$ cat config.mk
export PLATFORM = sky130hd
export DESIGN_NAME = pmpc_perm_eval
export DESIGN_NICKNAME = d
export VERILOG_FILES = /design/src/rtl/pmpc_pkg.sv /design/src/rtl/pmpc_perm_eval.sv
export SDC_FILE = /design/constraint.sdc
export NUM_CORES = 1
export LEC_CHECK = 0
export ABC_CLOCK_PERIOD_IN_PS = 800
export BUFFER_PORTS_ARGS = -buffer_cell sky130_fd_sc_hd__buf_2
export CORE_AREA = 2 2 39 41
export DETAILED_ROUTE_END_ITERATION = 7
export DIE_AREA = 0 0 41 43
export PLACE_DENSITY = 0.32
export SYNTH_ARGS = -nofsm -noshare
export SYNTH_HDL_FRONTEND = slang
export SYNTH_SLANG_ARGS = --single-unit
$ cat constraint.sdc
create_clock -name vclk -period 0.8
set_clock_uncertainty 0.15 [all_clocks]
set_input_delay 0.04 -clock vclk [all_inputs]
set_output_delay 0.04 -clock vclk [all_outputs]
set_load 0.02 [all_outputs]
$ cat src/rtl/pmpc_pkg.sv
package pmpc_pkg;

  typedef enum logic [1:0] {
    ACC_FETCH = 2'd0,
    ACC_LOAD  = 2'd1,
    ACC_STORE = 2'd2,
    ACC_NONE  = 2'd3
  } acc_kind_e;

  typedef enum logic [1:0] {
    MM_OFF   = 2'd0,
    MM_TOR   = 2'd1,
    MM_WORD  = 2'd2,
    MM_BLOCK = 2'd3
  } match_mode_e;

  typedef struct packed {
    logic       lock;
    logic [1:0] rsvd;
    logic [1:0] mode;
    logic       perm_x;
    logic       perm_w;
    logic       perm_r;
  } region_cfg_t;

  localparam int CFG_W = 8;

endpackage

$ cat src/rtl/pmpc_perm_eval.sv
module pmpc_perm_eval import pmpc_pkg::*; (
  input  logic       any_hit,
  input  logic       sel_lock,
  input  logic       sel_x,
  input  logic       sel_w,
  input  logic       sel_r,
  input  logic       mmode,
  input  logic [1:0] kind,
  output logic       deny_fetch,
  output logic       deny_load,
  output logic       deny_store
);

  logic enforce;
  logic granted_x;
  logic granted_w;
  logic granted_r;

  assign enforce = !mmode || sel_lock;

  always_comb begin
    if (any_hit) begin
      granted_x = !enforce || sel_x;
      granted_w = !enforce || sel_w;
      granted_r = !enforce || sel_r;
    end else begin
      granted_x = mmode;
      granted_w = mmode;
      granted_r = mmode;
    end
  end

  always_comb begin
    deny_fetch = 1'b0;
    deny_load  = 1'b0;
    deny_store = 1'b0;
    unique case (acc_kind_e'(kind))
      ACC_FETCH: deny_fetch = !granted_x;
      ACC_LOAD:  deny_load  = !granted_r;
      ACC_STORE: deny_store = !granted_w;
      default:   ;
    endcase
  end

endmodule

==> flow_summary.toml, run 1 <==
[power]
peakVddDrop_v = 0.0001523
powerDensity_mw_per_mm2 = 496.6
p_leak_nw = 0.09024

[worst_setup_path]
path_delay_family = "compound AO/OA/AOI/OAI gates"
path_class = "in2out"
path_buf_inv = 2
endpoint_kind = "output pin"
crit_chain = "buf_6 -> a21boi_4 -> a2111oi_4 -> buf_4"
critPathSlowestCell = "a2111oi_4"
required_ns = 0.61
cp_max_fo = 3
slowest_delay_ns = 0.19
crit_arrival_ns = 0.67
startpoint_type = "input port"

[placement]
place.gp.congestion = 0.5567
dpl_cell_area_sq_um = 183.9
dpl.cell_count = 33
portBuffers = 11

[finish]
design.seq.count = 0
layout_commonest_cell = "buf_6"
fill_cells = 154
final_area_sq_um = 250.2
diodes = 0
register_area_sq_um = 0
finalNonFillerCells = 33
layout_common_cells = "buf_6, a2111oi_4, buf_4"
syn2layout_area_growth_pct = 455.6
nClkBuffers = 0
drive_above_1_share_pct = 100.0
multi_input_area_sq_um = 101.3
nets = 27

[global_route]
grt_max_degree = 5
grt_pass1_vias = 99
grt_pass1_wl_um = 441
grt_antenna_before_repair = 0
grt_usage_pct = 3.397
overflow = 0

[sta]
fmax_mhz = 1168
hold_viol = 0
fin_crit_sh_pct = 107.0
setup_violations = 3
tightest_slew_ns = 0.2520
period_minus_slack_ns = 0.8559
tns_ns = -0.1459
slew_headroom_pct = 83.16
slew_viol_final = 0
rsz0062_at_grt = "true"
worst_slack_ns = -0.05589

[run_status]
status = "finished with violations"
violations = "negative setup slack"

[synthesis]
synthCells = 6
synth_area_leaders = "a2111oi_0, a21boi_2, inv_1"
syn_area_sq_um = 45.04
syn_avg_cell_area_sq_um = 7.507
ys_types = 3
yosys_warnings = 0
yosysTopAreaCellShare_pct = 58.33
yosysSeqAreaShare_pct = 0
synth_nets = 14
yosys.area.top_type = "a2111oi_0"

[worst_hold_path]
hold_class = "in2out"

[drt]
dr.pass1.iters = 1
drtIter0Drc = 0
wl_um = 297
drtAntennaViolNets = 0
wl_per_cell_um = 9.000
drc = 0
vias = 100
viasPerCell = 3.030

[die]
die-area_sq_mm = 0.001763
io_pins = 11
start_util_pct = 3.255
coreArea_sq_mm = 0.001384
die_x_um = 41
fp-row-count = 14
die_y_um = 43

[clock_tree]
cts-hold-fix-buffers = 0

[run]
maxCapViolCount = 0
[cell families (layout without fill, tap and decap cells)]
logic type | Yosys count | count (layout) | share of synthesized area (%)
buffers and inverters | 2 | 13 | 16.67
AOI/OAI and AO/OA | 4 | 4 | 83.34
[stage by stage]
stage | power [W] | hold slack (ns) | setup WS (ns) | utilization (%)
final | 0.0001243 | 0.2074 | -0.05589 | 18.08
after global routing | 0.0001309 | 0.2156 | -0.1028 | 18.08
after CTS | 0.0001205 | 0.2118 | -0.07054 | 17.18
after detailed placement | 0.00009075 | 0.2401 | -0.2305 | 13.29
after global placement | 0.00008909 | 0.2444 | -0.2198 | 13.29
after floorplan | 0.00004189 | -0.03115 | 0.007691 | -
[worst min-delay path, delay by kind of cell]
family	cells	cell delay, ns
AO/OA/AOI/OAI	1	0.05
buffers and inverters	2	0.22
[report_power, final]
part           switching (W)  total [W]  internal [W]
sequential                 0          0             0
combinational      0.0000528   0.000124     0.0000715
clock                      0          0             0
[layer usage]
metal / vias to the layer above / part of all wire, % / track usage (%)
li1: 48 / - / -
met1: 41 / 46 / 6.013
met2: 11 / 30 / 3.750
met3: 0 / 23 / 1.571
met4: 0 / 0 / 0
met5: - / 0 / 0
[final cells by class]
class                           count  share of cell area, %
Multi-Input combinational cell      4                  40.50
Timing Repair Buffer               11                  47.50
Tap cell                           16                  8.000
Inverter                            2                  4.000
[timing repair]
| item | CTS | global route |
|---|---|---|
| pin swaps | 3 | 2 |
| endpoints found under the setup margin | 3 | 3 |
| setup buffers | 0 | 0 |
| resized for setup | 17 | 2 |
[synthesized netlist by cell type]
| library cell | count |
|---|---|
| a2111oi_0 | 3 |
| inv_1 | 2 |
| a21boi_2 | 1 |
[worst paths after layout]
check,from,end,slack (ns),cells after the start
worst max-delay path,mmode,deny_store,-0.06,4
worst min-delay path,sel_r,deny_load,0.21,3
Power figures use the tool's default switching activity.
==> inputs of run 2 (changes only) <==
--- a/config.mk
+++ b/config.mk
@@ -7,9 +7,9 @@
 export LEC_CHECK = 0
 export ABC_CLOCK_PERIOD_IN_PS = 800
 export BUFFER_PORTS_ARGS = -buffer_cell sky130_fd_sc_hd__buf_2
-export CORE_AREA = 2 2 39 41
+export CORE_AREA = 4 4 41 43
 export DETAILED_ROUTE_END_ITERATION = 7
-export DIE_AREA = 0 0 41 43
+export DIE_AREA = 0 0 45 47
 export PLACE_DENSITY = 0.32
 export SYNTH_ARGS = -nofsm -noshare
 export SYNTH_HDL_FRONTEND = slang
==> run 2 against run 1 <==
Against the previous run: the run still ends with negative setup slack left; maximum frequency decreased by 1.9%; wire length increased by 8.1%; cell count decreased by 3.0%; global-route usage increased by 0.14 points; setup slack got worse by 0.016 ns; flip-flop and latch count unchanged; total power decreased by 3.0%; non-clock buffer count unchanged; hold slack about the same; final area decreased by 3.0%; combinational power about the same; critical endpoint is now deny_fetch.
==> flow_summary.toml, run 2 (synthesis gave the netlist of run 1 again) <==
[drt]
viasPerCell = 3.031
drtIter0Drc = 0
wl_per_cell_um = 10.03
wl_um = 321
drtAntennaViolNets = 0
vias = 97
drc = 0
dr.pass1.iters = 1

[clock_tree]
cts_setup_buffers = 0

[sta]
setup_violations = 3
hold_viol = 0
fin_hold_ws_ns = 0.2073
tightest_slew_ns = 0.2577
slew_viol_final = 0
worst_slack_ns = -0.07225
period_minus_slack_ns = 0.8722
fmax_mhz = 1146
slew_headroom_pct = 82.82
tns_ns = -0.1640
fin_crit_sh_pct = 109.0
rsz0062_at_grt = "true"

[global_route]
grt_max_degree = 5
grt_pass1_vias = 123
overflow = 0
grt_pass1_wl_um = 579
grt_antenna_before_repair = 0
grt_usage_pct = 3.541

[die]
start_util_pct = 3.462
coreArea_sq_mm = 0.001301
io_pins = 11
die_y_um = 47
fp-row-count = 13
die_x_um = 45
die-area_sq_mm = 0.002115

[finish]
layout_common_cells = "buf_6, a2111oi_4, buf_4"
drive_above_1_share_pct = 94.12
register_area_sq_um = 0
final_core_util_pct = 18.65
layout_commonest_cell = "buf_6"
design.seq.count = 0
nets = 27
syn2layout_area_growth_pct = 438.9
diodes = 0
fill_cells = 148
nClkBuffers = 0
multi_input_area_sq_um = 101.3

[power]
powerDensity_mw_per_mm2 = 496.7
p_leak_nw = 0.08974
peakVddDrop_v = 0.0001222

[run_status]
status = "finished with violations"
violations = "negative setup slack"

[run]
maxCapViolCount = 0

[worst_setup_path]
startpoint_type = "input port"
cp_max_fo = 3
endpoint_kind = "output pin"
crit_arrival_ns = 0.68
required_ns = 0.61
path_class = "in2out"

[worst_hold_path]
hold_class = "in2out"

[placement]
portBuffers = 11
place.gp.congestion = 0.6364
[run 2: through the flow]
| step | std cells | power (W) | instance area (sq um) | setup WS (ns) |
|---|---|---|---|---|
| 2_1_floorplan | 6 | 0.00004189 | 108.9 | 0.007691 |
| 3_3_place_gp | 32 | 0.00008960 | 182.7 | -0.2185 |
| 3_5_place_dp | 32 | 0.00009097 | 182.7 | -0.2170 |
| 4_1_cts | 32 | 0.0001167 | 230.2 | -0.1001 |
| 5_1_grt | 32 | 0.0001277 | 242.7 | -0.1120 |
| 6_report | 32 | 0.0001206 | 242.7 | -0.07225 |
[run 2: area by class of cell]
cell class | count | area share (%)
multi-input combinational | 4 | 41.75
inverter | 2 | 3.093
tap | 15 | 7.732
timing repair buffer | 11 | 47.42
[run 2: layer usage]
layer	vias up	part of all wire (%)	global-route usage [%]
li1	48	-	-
met1	38	58	4.944
met2	11	28	5.650
met3	0	13	1.149
met4	0	0	0
met5	-	0	0
[run 2: worst paths after layout]
path	startpoint	end	cells past startpoint
hold / removal	sel_r	deny_load	3
setup / recovery	mmode	deny_fetch	4
[run 2: worst max-delay path: stages]
cell	delay (ns)
buf_6	0.09
a21boi_4	0.15
a2111oi_4	0.20
buf_4	0.20
[run 2: report_power, final]
part / leakage [nW] / switching, W / total, W / internal (W)
Clock: 0 / 0 / 0 / 0
Sequential: 0 / 0 / 0 / 0
Combinational: 0.0897 / 0.0000518 / 0.000121 / 0.0000688
Total: 0.0897 / 0.0000518 / 0.000121 / 0.0000688
[run 2: what timing repair did]
action	in CTS	in global routing
gates resized for setup	14	2
hold buffers	0	0
setup endpoints to repair	3	3
pin swaps	2	2
==> inputs of run 3 (changes only) <==
--- a/config.mk
+++ b/config.mk
@@ -6,11 +6,11 @@
 export NUM_CORES = 1
 export LEC_CHECK = 0
 export ABC_CLOCK_PERIOD_IN_PS = 800
-export BUFFER_PORTS_ARGS = -buffer_cell sky130_fd_sc_hd__buf_2
 export CORE_AREA = 4 4 41 43
 export DETAILED_ROUTE_END_ITERATION = 7
 export DIE_AREA = 0 0 45 47
-export PLACE_DENSITY = 0.32
+export DONT_BUFFER_PORTS = 1
+export PLACE_DENSITY = 0.3
 export SYNTH_ARGS = -nofsm -noshare
 export SYNTH_HDL_FRONTEND = slang
 export SYNTH_SLANG_ARGS = --single-unit
==> run 3 against run 2 <==
Against the previous run: the run ends with negative hold slack, negative setup slack left; flip-flop and latch count unchanged; total power decreased by 61%; clock-buffer cell count unchanged; cell count decreased by 31%; wire length decreased by 15%; combinational power decreased by 62%; non-clock buffer count decreased by 10; final area decreased by 44%; via count decreased by 33%; setup slack improved by 0.052 ns; critical path type unchanged.
==> flow_summary.toml, run 3 (synthesis gave the netlist of run 1 again) <==
[drt]
wl_um = 272
dr.pass1.iters = 1
wl_per_cell_um = 12.36
viasPerCell = 2.955
vias = 65
drtIter0Drc = 0
drc = 0
drtAntennaViolNets = 0

[global_route]
grt_pass1_wl_um = 400
overflow = 0
grt_antenna_before_repair = 0
grt_pass1_vias = 83
grt_max_degree = 5
grt_usage_pct = 2.675

[finish]
layout_common_cells = "a2111oi_4, inv_1, a21boi_4, buf_4"
diodes = 0
multi_input_area_sq_um = 101.3
layout_commonest_cell = "a2111oi_4"
design.seq.count = 0
nets = 17
drive_above_1_share_pct = 71.43
fill_cells = 148
nClkBuffers = 0
register_area_sq_um = 0
syn2layout_area_growth_pct = 200.0

[worst_setup_path]
slowest_delay_ns = 0.26
crit_arrival_ns = 0.63
startpoint_type = "input port"
crit_chain = "a21boi_4 -> a2111oi_4 -> buf_4"
cp_max_fo = 3
path_buf_inv = 1
required_ns = 0.61
endpoint_kind = "output pin"
path_class = "in2out"
critPathSlowestCell = "a2111oi_4"
path_delay_family = "compound AO/OA/AOI/OAI gates"

[clock_tree]
cts_setup_buffers = 0

[sta]
period_minus_slack_ns = 0.8198
slew_viol_final = 0
worst_slack_ns = -0.01983
slew_headroom_pct = 70.08
tns_ns = -0.01983
fin_crit_sh_pct = 102.5
tightest_slew_ns = 0.4488
fin_hold_ws_ns = -0.02919
rsz0062_at_grt = "true"
setup_violations = 1
fmax_mhz = 1220
hold_viol = 2

[power]
powerDensity_mw_per_mm2 = 343.8
peakVddDrop_v = 0.0001031
p_leak_nw = 0.03064

[worst_hold_path]
hold_class = "in2out"

[placement]
portBuffers = 0
dpl_worst_slack_ns = -0.02337
place.gp.congestion = 0.5875

[die]
die_y_um = 47
start_util_pct = 3.462
coreArea_sq_mm = 0.001301
io_pins = 11
fp-row-count = 13
die-area_sq_mm = 0.002115
die_x_um = 45

[run_status]
status = "finished with violations"
violations = "negative hold slack, negative setup slack"

[run]
maxCapViolCount = 0
run 3: area by class of cell:
cell class | count | area share [%]
Inverter | 2 | 5.556
Multi-Input combinational cell | 4 | 75.00
Timing Repair Buffer | 1 | 5.556
Tap cell | 15 | 13.89
run 3: path summary, 6_finish.rpt:
| check | from | end | slack, ns | depth (start not counted) |
|---|---|---|---|---|
| max | mmode | deny_store | -0.02 | 3 |
| min | kind[0] | deny_fetch | -0.03 | 1 |
run 3: where the power goes:
| part | internal, W | total (W) | switching, W |
|---|---|---|---|
| clock | 0 | 0 | 0 |
| combinational | 0.0000234 | 0.0000465 | 0.0000230 |
| sequential | 0 | 0 | 0 |
run 3: layer usage:
layer	wire length [um]	share of wire (%)	GRT usage [%]	vias up
met1	131	48	3.146	26
met3	78	29	3.065	0
li1	-	-	-	28
met4	0	0	0	0
met2	62	23	3.390	11
met5	0	0	0	-
run 3: timing repair:
item / in CTS / in global routing
endpoints found under the setup margin: 1 / 1
pin swaps: 0 / 0
resized for setup: 0 / 0
hold endpoints to repair: 2 / 2
run 3: through the flow:
| stage | util [%] | cell area [sq um] | power, W | cells |
|---|---|---|---|---|
| floorplan | - | 108.9 | 0.00004189 | 6 |
| global placement | 10.38 | 135.1 | 0.00004654 | 22 |
| detailed placement | 10.38 | 135.1 | 0.00004710 | 22 |
| CTS | 10.38 | 135.1 | 0.00004719 | 22 |
| global route | 10.38 | 135.1 | 0.00004933 | 22 |
| finish | 10.38 | 135.1 | 0.00004646 | 22 |
